===== config.mk =====
export PLATFORM = sky130hd
export DESIGN_NAME = abort_dbg_regs
export DESIGN_NICKNAME = d
export VERILOG_FILES = /design/src/rtl/abort_dbg_pkg.sv /design/src/rtl/abort_dbg_decode.sv /design/src/rtl/abort_dbg_cfg.sv /design/src/rtl/abort_dbg_capture.sv /design/src/rtl/abort_dbg_rdmux.sv /design/src/rtl/abort_dbg_regs.sv
export SDC_FILE = /design/constraint.sdc
export NUM_CORES = 1
export LEC_CHECK = 0
export BUFFER_PORTS_ARGS = -buffer_cell sky130_fd_sc_hd__buf_4
export CAP_MARGIN = 0
export CORE_MARGIN = 2
export CORE_UTILIZATION = 52
export DETAILED_ROUTE_END_ITERATION = 8
export HOLD_SLACK_MARGIN = 0.15
export PLACE_DENSITY = 0.95
export SKIP_LAST_GASP = 1
export SYNTH_ARGS = -nofsm -noshare
export SYNTH_HDL_FRONTEND = slang
export SYNTH_SLANG_ARGS = --single-unit

===== constraint.sdc =====
create_clock -name clk_i -period 2.77 [get_ports clk_i]
set_input_delay 0.554 -clock clk_i [delete_from_list [all_inputs] [get_ports clk_i]]
set_output_delay 0.554 -clock clk_i [all_outputs]
set_load 0.03 [all_outputs]

===== src/rtl/abort_dbg_pkg.sv =====
package abort_dbg_pkg;
  localparam int REG_W  = 16;
  localparam int RA_W   = 3;
  localparam int SIZE_W = 2;
  localparam int ID_W   = 4;
  localparam int TMO_W  = 8;
  localparam int POST_N = 2;

  typedef enum logic [RA_W-1:0] {
    RA_CFG   = 3'd0,
    RA_ADDR  = 3'd1,
    RA_DLO   = 3'd2,
    RA_DHI   = 3'd3,
    RA_FLAGS = 3'd4
  } reg_sel_e;

  localparam int FL_VALID = 0;
  localparam int FL_TMO   = 1;
  localparam int FL_WIDTH = 2;
  localparam int FL_WR    = 3;
  localparam int FL_SIZE  = 4;
  localparam int FL_ID    = FL_SIZE + SIZE_W;

  localparam int CF_EN    = TMO_W;
  localparam int CF_POST  = TMO_W + 1;
  localparam int CF_USED  = TMO_W + 1 + POST_N;

  typedef struct packed {
    logic              tmo;
    logic              width;
    logic              wr;
    logic [SIZE_W-1:0] size;
    logic [ID_W-1:0]   id;
  } abort_info_t;
endpackage


===== src/rtl/abort_dbg_decode.sv =====
module abort_dbg_decode
  import abort_dbg_pkg::*;
(
  input  logic            req_i,
  input  logic            we_i,
  input  logic            super_i,
  input  logic [RA_W-1:0] addr_i,
  input  logic            wbit0_i,
  output logic            cfg_we_o,
  output logic            clr_o
);
  logic wr_ok;
  // privilege gate on every write
  assign wr_ok    = req_i && we_i && super_i;
  assign cfg_we_o = wr_ok && (addr_i == RA_CFG);
  assign clr_o    = wr_ok && (addr_i == RA_FLAGS) && wbit0_i;
endmodule


===== src/rtl/abort_dbg_cfg.sv =====
module abort_dbg_cfg
  import abort_dbg_pkg::*;
#(
  parameter logic [REG_W-1:0] RST_VAL = 16'h01FF
) (
  input  logic              clk_i,
  input  logic              rst_ni,
  input  logic              we_i,
  input  logic [REG_W-1:0]  wdata_i,
  output logic [REG_W-1:0]  cfg_o,
  output logic [TMO_W-1:0]  timeout_o,
  output logic              tmo_en_o,
  output logic [POST_N-1:0] post_en_o
);
  localparam logic [REG_W-1:0] USED_MASK = REG_W'((1 << CF_USED) - 1);

  logic [REG_W-1:0] cfg_q;

  // reserved bits never stored
  always_ff @(posedge clk_i or negedge rst_ni) begin
    if (!rst_ni)   cfg_q <= RST_VAL & USED_MASK;
    else if (we_i) cfg_q <= wdata_i & USED_MASK;
  end

  assign cfg_o     = cfg_q;
  assign timeout_o = cfg_q[TMO_W-1:0];
  assign tmo_en_o  = cfg_q[CF_EN];
  assign post_en_o = cfg_q[CF_POST +: POST_N];
endmodule


===== src/rtl/abort_dbg_capture.sv =====
module abort_dbg_capture
  import abort_dbg_pkg::*;
#(
  parameter int DATA_W = 32
) (
  input  logic              clk_i,
  input  logic              rst_ni,
  input  logic              abort_i,
  input  logic [REG_W-1:0]  waddr_i,
  input  logic [DATA_W-1:0] data_i,
  input  abort_info_t       info_i,
  input  logic              clr_i,
  output logic              valid_o,
  output logic [REG_W-1:0]  addr_o,
  output logic [REG_W-1:0]  dlo_o,
  output logic [REG_W-1:0]  dhi_o,
  output abort_info_t       info_o
);
  logic cap_en;
  logic valid_q;

  // frozen while valid
  assign cap_en = abort_i && !valid_q;

  // capture outranks clear; clear outranks hold
  always_ff @(posedge clk_i or negedge rst_ni) begin
    if (!rst_ni)     valid_q <= 1'b0;
    else if (cap_en) valid_q <= 1'b1;
    else if (clr_i)  valid_q <= 1'b0;
  end

  always_ff @(posedge clk_i or negedge rst_ni) begin
    if (!rst_ni) begin
      addr_o <= '0;
      dlo_o  <= '0;
      dhi_o  <= '0;
      info_o <= '0;
    end else if (cap_en) begin
      addr_o <= waddr_i;
      dlo_o  <= data_i[REG_W-1:0];
      dhi_o  <= data_i[DATA_W-1 -: REG_W];
      info_o <= info_i;
    end
  end

  assign valid_o = valid_q;
endmodule


===== src/rtl/abort_dbg_rdmux.sv =====
module abort_dbg_rdmux
  import abort_dbg_pkg::*;
(
  input  logic [RA_W-1:0]  addr_i,
  input  logic [REG_W-1:0] cfg_i,
  input  logic [REG_W-1:0] addr_reg_i,
  input  logic [REG_W-1:0] dlo_i,
  input  logic [REG_W-1:0] dhi_i,
  input  logic             valid_i,
  input  abort_info_t      info_i,
  output logic [REG_W-1:0] rdata_o
);
  logic [REG_W-1:0] flags;

  // flags layout
  always_comb begin
    flags                     = '0;
    flags[FL_VALID]           = valid_i;
    flags[FL_TMO]             = info_i.tmo;
    flags[FL_WIDTH]           = info_i.width;
    flags[FL_WR]              = info_i.wr;
    flags[FL_SIZE +: SIZE_W]  = info_i.size;
    flags[FL_ID +: ID_W]      = info_i.id;
  end

  // no privilege term on reads
  always_comb begin
    unique case (addr_i)
      RA_CFG:   rdata_o = cfg_i;
      RA_ADDR:  rdata_o = addr_reg_i;
      RA_DLO:   rdata_o = dlo_i;
      RA_DHI:   rdata_o = dhi_i;
      RA_FLAGS: rdata_o = flags;
      default:  rdata_o = '0;
    endcase
  end
endmodule


===== src/rtl/abort_dbg_regs.sv =====
module abort_dbg_regs
  import abort_dbg_pkg::*;
#(
  parameter int               ADDR_W  = 32,
  parameter int               DATA_W  = 32,
  parameter logic [REG_W-1:0] CFG_RST = 16'h01FF
) (
  input  logic              clk_i,
  input  logic              rst_ni,
  input  logic              reg_req_i,
  input  logic              reg_we_i,
  input  logic              reg_super_i,
  input  logic [RA_W-1:0]   reg_addr_i,
  input  logic [REG_W-1:0]  reg_wdata_i,
  output logic [REG_W-1:0]  reg_rdata_o,
  input  logic              abort_i,
  input  logic              abort_tmo_i,
  input  logic              abort_width_i,
  input  logic [ADDR_W-1:0] abort_addr_i,
  input  logic [DATA_W-1:0] abort_data_i,
  input  logic              abort_wr_i,
  input  logic [SIZE_W-1:0] abort_size_i,
  input  logic [ID_W-1:0]   abort_id_i,
  output logic [TMO_W-1:0]  cfg_timeout_o,
  output logic              cfg_tmo_en_o,
  output logic [POST_N-1:0] cfg_post_en_o
);
  localparam int WA_LSB = 2;
  localparam int WA_MSB = WA_LSB + REG_W - 1;

  logic             cfg_we, clr;
  logic [REG_W-1:0] cfg_q, cap_addr, cap_dlo, cap_dhi;
  logic             cap_valid;
  abort_info_t      info_in, cap_info;
  logic             unused_addr;

  assign unused_addr = ^{abort_addr_i[ADDR_W-1:WA_MSB+1], abort_addr_i[WA_LSB-1:0]};

  assign info_in = '{tmo: abort_tmo_i, width: abort_width_i, wr: abort_wr_i,
                     size: abort_size_i, id: abort_id_i};

  abort_dbg_decode u_dec (
    .req_i   (reg_req_i),
    .we_i    (reg_we_i),
    .super_i (reg_super_i),
    .addr_i  (reg_addr_i),
    .wbit0_i (reg_wdata_i[FL_VALID]),
    .cfg_we_o(cfg_we),
    .clr_o   (clr)
  );

  abort_dbg_cfg #(.RST_VAL(CFG_RST)) u_cfg (
    .clk_i    (clk_i),
    .rst_ni   (rst_ni),
    .we_i     (cfg_we),
    .wdata_i  (reg_wdata_i),
    .cfg_o    (cfg_q),
    .timeout_o(cfg_timeout_o),
    .tmo_en_o (cfg_tmo_en_o),
    .post_en_o(cfg_post_en_o)
  );

  // word address bits only
  abort_dbg_capture #(.DATA_W(DATA_W)) u_cap (
    .clk_i  (clk_i),
    .rst_ni (rst_ni),
    .abort_i(abort_i),
    .waddr_i(abort_addr_i[WA_MSB:WA_LSB]),
    .data_i (abort_data_i),
    .info_i (info_in),
    .clr_i  (clr),
    .valid_o(cap_valid),
    .addr_o (cap_addr),
    .dlo_o  (cap_dlo),
    .dhi_o  (cap_dhi),
    .info_o (cap_info)
  );

  abort_dbg_rdmux u_rd (
    .addr_i    (reg_addr_i),
    .cfg_i     (cfg_q),
    .addr_reg_i(cap_addr),
    .dlo_i     (cap_dlo),
    .dhi_i     (cap_dhi),
    .valid_i   (cap_valid),
    .info_i    (cap_info),
    .rdata_o   (reg_rdata_o)
  );
endmodule


**After elaboration in Yosys (flattened, before gate mapping)**

Cells that the tools add are included.

- Eq/ne operators: 4
- Multiplexer cells: 3
- Reduce and logical (&&, ||, !) cells: 9

Operator list:

| kind | number |
|---|---|
| one-hot mux 16 bit (5 select lines) | 1 |
| equality test 3 x 2 -> 1 bit, second input constant | 2 |
| logical AND 1 bit | 6 |
| equality test 3 x 1 -> 1 bit, second input constant | 1 |
| equality test 3 bit, second input constant | 1 |
| zero test 3 bit | 1 |
| two-way mux 1 bit | 2 |
| nonzero test 2 bit | 1 |
| zero test 1 bit | 1 |

- Logic and storage cells: 26
- Output and inout port bits: 27
- Register bits after elaboration: 69

**Longest topological paths before layout**

- Word-level depth: 6
- Depth in mapped cells: 5

**Hierarchy**

From an unflattened synthesis, not the netlist that was laid out.

- Cell total of the unflattened synthesis: 234
- Area, all modules: 3577.2 µm²

Modules (own cells, without submodules):

| module | sequential area each (µm²) | cells each | area an instance (µm²) | instances |
|---|---|---|---|---|
| abort_dbg_capture | 1451.4 | 124 | 2304.7 | 1 |
| abort_dbg_rdmux | 0.0 | 66 | 641.9 | 1 |
| abort_dbg_cfg | 286.5 | 40 | 583.1 | 1 |
| abort_dbg_decode | 0.0 | 4 | 47.5 | 1 |

**Least setup slack after synthesis**

OpenSTA, ideal clock, no wires.

- Path type: input to output
- From: input reg_addr_i[2]
- To: output reg_rdata_o[1]
- Buffers on the path: 2
- Data required time: 2216 ps
- Cell stages on the path: 4
- Setup slack: 653 ps
- Arrival: 1563 ps
- Cells stage by stage: buf_6 buf_6 mux2_1 a221o_1

- Longest elaborated chain between the ends: 2

RTL lines:

| element | RTL line | source |
|---|---|---|
| from (decl) | abort_dbg_regs.sv:13 | `input logic [RA_W-1:0] reg_addr_i,` |
| equality test 3 bit, or another cell as far along | abort_dbg_rdmux.sv:28 | `unique case (addr_i)` |
| one-hot mux 16 bit (5 select lines) (*) | abort_dbg_rdmux.sv:28 |  |
| to (decl) | abort_dbg_regs.sv:15 | `output logic [REG_W-1:0] reg_rdata_o,` |

Every way passes the cells marked *; elsewhere a longest branch is shown, timed or not.

**Final worst setup path**

- From: input reg_addr_i[1]
- To: output reg_rdata_o[8]

Same word-level chain as after synthesis.

==> summary.md <==
| Metric | Value |
|---|---|
| Outcome | complete, no violations |
| Routed wl met3 | 449 microns |
| Setup Viol. Count Final | 0 |
| ANT cells | 0 |
| Power density cells | ~940 nW/um^2 |
| Worst-Margin Slew | ~0.86 ns |
| Most common cell after layout, fill and taps aside | buf_4 |
| Smallest setup slack after layout | 0.3551 ns |
| Total Neg Setup Slack | 0 ns |
| # port buffers | approximately 100 |
| Initial antenna violation count | 0 |
| Clock tree from TritonCTS | done |
| Seq/Total Area, Yosys | 54.36% |
| WP data arrival | 1.86 ns |
| Yosys cell types | 22 |
| Core Area | 5921 sq um |
| Starting density of the core | 53.99% |
| Skew final | 0.007977 ns |
| Clk_lat worst skew | 0.34 ns |
| Leak Pwr | around 0.002 uW |
| Post-Syn Area | 3197 sq um |
| Tmin final | ~2.4 ns |
| Post-DP HPWL | 5.422 mm |
| Congestion Overflow GR | 0 |
| # nets final | roughly 420 |
| Warnings, synthesis | 0 |
| Comb power frac | 33.9% |
| Post-CTS Setup Bufs | 0 |
| TritonRoute pass-1 iters | 6 |
| Drt drc | 0 |
| Syn_nets | about 320 |
| CP Max Fanout | 15 |
| Pint | 2742 uW |
| Row cnt | 28 |
| Switching pwr | 1212 uW |
| Final slew viol count | 0 |
| Mapped Avg Cell Area | 14.66 sq um |
| Fmax | around 0.41 GHz |
| Switching Fraction | 30.65% |
| Detailed-route via count | 2,215 |
| Gr usage total | 24.23% |
| Synth area leaders | dfrtp_1 47%, mux2_2 27%, dfstp_2 7.4% |
| Top-area cell type share of the netlist area | 46.97% |
| Crit path capture type | primary output |
| Placer Congestion | 0.7991 |
| Crit share post-route | between 80% and 90% |
| Crit Path Category | input pin to primary output |
| Flop2flop setup slack | roughly 1.3 ns |
| Crit Reg-Reg Startpoint | u_cap.valid_o$_DFFE_PN0P_ |
| Routed WL | 7.525 mm |
| Peak supply drop | 0.0005578 V |
| Hold buffer count at cts | 0 |
| First-pass GRT wire length | 11.71 mm |
| Min-delay worst type | input pin to async pin |
| Sequential Power Share | 44.0% |
| WL met1 | 2.880 mm |
| R2R depth | 3 |
| Antenna viol nets, final | 0 |
| Fin. Hold Viols | 0 |
| Most frequent cells in the layout | 108 x buf_4, 77 x mux2_2, 60 x dfrtp_1 |
| Clock Path Buffers | 2 |
| Share of cells above drive strength 1 | 64.94% |
| Root buf cell | clkbuf_8 |
| Post_cts resized | 0 |
| Post-Synthesis Cells | 218 |
| Die ar. | about 6800 sq um |
| RSZ-0062 raised after global routing | false |
| Initial DRC Count | slightly above 100 |
| Max transition margin | 42.61% |
| Clock share of power | 22.2% |
| Num CTS Buffers | 9 |
| Worst endpoint required time | 2.22 ns |
| Cell taking the most area after synthesis | dfrtp_1 |
| Vias in the first global route | ~2,400 |
| Largest net degree at the start of global routing | 70 |
| Number of H-tree levels | 3 |
| Critical Path Start Type | input pin |
| Clock Sinks | 69 |
| FF-to-FF End | u_cap.dlo_o[6]$_DFFE_PN0P_ |
| Max-cap violations | 0 |
| Routed vias/inst | around 5.5 |
| Die Y-Extent | 82.41 microns |
| Die width | 82.41 microns |
| Dpl ws | 0.3611 ns |
| DR WL met2 | 3.865 mm |
| Layout area overhead | 31.94% |
| Register clock-pin slew on the reported worst setup and hold paths | about 0.08 ns |
| Top layer in use | met4 |
| WL/cell | 18.67 microns |
| #FFs+latches synth | 69 |
| I/O pins | 125 |
-- layer usage --
layer / vias up / GRT usage (%)
met3: 26 / 4.783
met5: - / 0
met2: 90 / 41.05
met1: 1089 / 28.14
li1: 1010 / -
met4: 0 / 15.17
-- worst max-delay path, stage by stage --
cell	delay, ns
buf_4	0.24
buf_4	0.23
mux2i_1	0.29
nor2_1	0.08
a221o_1	0.29
buf_4	0.17
-- cell usage after synthesis, drive strengths merged --
master and instances:
a21o 3, a221o 8, a22oi 5, and2 1, and3 1, and4b 1, buf 14, dfrtp 60
dfstp 9, mux2 81, mux2i 12, mux4 1, nand2b 1, nand4 1, nor2 14, nor2b 4
o32ai 2
-- cell families (layout without fill, tap and decap cells) --
group	Yosys count	after routing	share of synthesized area, %
AO/OA/AOI/OAI	18	18	4.932
flip-flops	69	69	54.36
buffers and inverters	14	124	3.366
multiplexers	94	94	33.11
AND/OR/NAND/NOR	23	23	4.228
-- worst max-delay path by stage --
stage	from	to	slack, ns	depth (start not counted)
after global placement	reg_addr_i[1]	reg_rdata_o[8]	0.37	6
after detailed placement	reg_addr_i[1]	reg_rdata_o[8]	0.36	6
after global routing	reg_addr_i[1]	reg_rdata_o[8]	0.27	6
final	reg_addr_i[1]	reg_rdata_o[8]	0.36	6
after floorplan	reg_addr_i[2]	reg_rdata_o[1]	0.65	4
after CTS	reg_addr_i[2]	reg_rdata_o[5]	0.33	5
-- registers in the layout, indices dropped and copies added (netlist names) --
name,count
u_cap.addr_o,16
u_cap.dhi_o,16
u_cap.dlo_o,16
u_cap.info_o,9
u_cap.valid_o,1
u_cfg.cfg_o,11
-- cell type report --
class	instances	area, sq um
fillers	429	1703
clock buffers	10	127.6
multi-input cells	135	1359
flip-flops and latches	69	1738
repair buffers	108	810.8
clock inverters	6	88.84
well taps	75	93.84
-- per-stage QoR --
stage | instance area, sq um | power [uW] | util [%] | hold slack [ns] | instances
final | 4218 | 3954 | 71.24 | 0.3063 | 403
after global routing | 4218 | 4196 | 71.24 | 0.3610 | 403
after CTS | 4218 | 4001 | 71.24 | 0.3434 | 403
after detailed placement | 4001 | 3089 | 67.58 | 0.4911 | 387
after global placement | 4001 | 2990 | 67.58 | 0.4828 | 387
after floorplan | 3197 | 2627 | - | 0.2584 | 218
-- power by group through the flow --
stage | Clock (uW) | Combinational [uW] | Sequential [uW]
2_1_floorplan | 0 | 895 | 1730
3_3_place_gp | 0 | 1280 | 1710
3_5_place_dp | 0 | 1340 | 1750
4_1_cts | 903 | 1350 | 1740
5_1_grt | 958 | 1430 | 1800
6_report | 878 | 1340 | 1740
(Power assumes the default switching activity.)
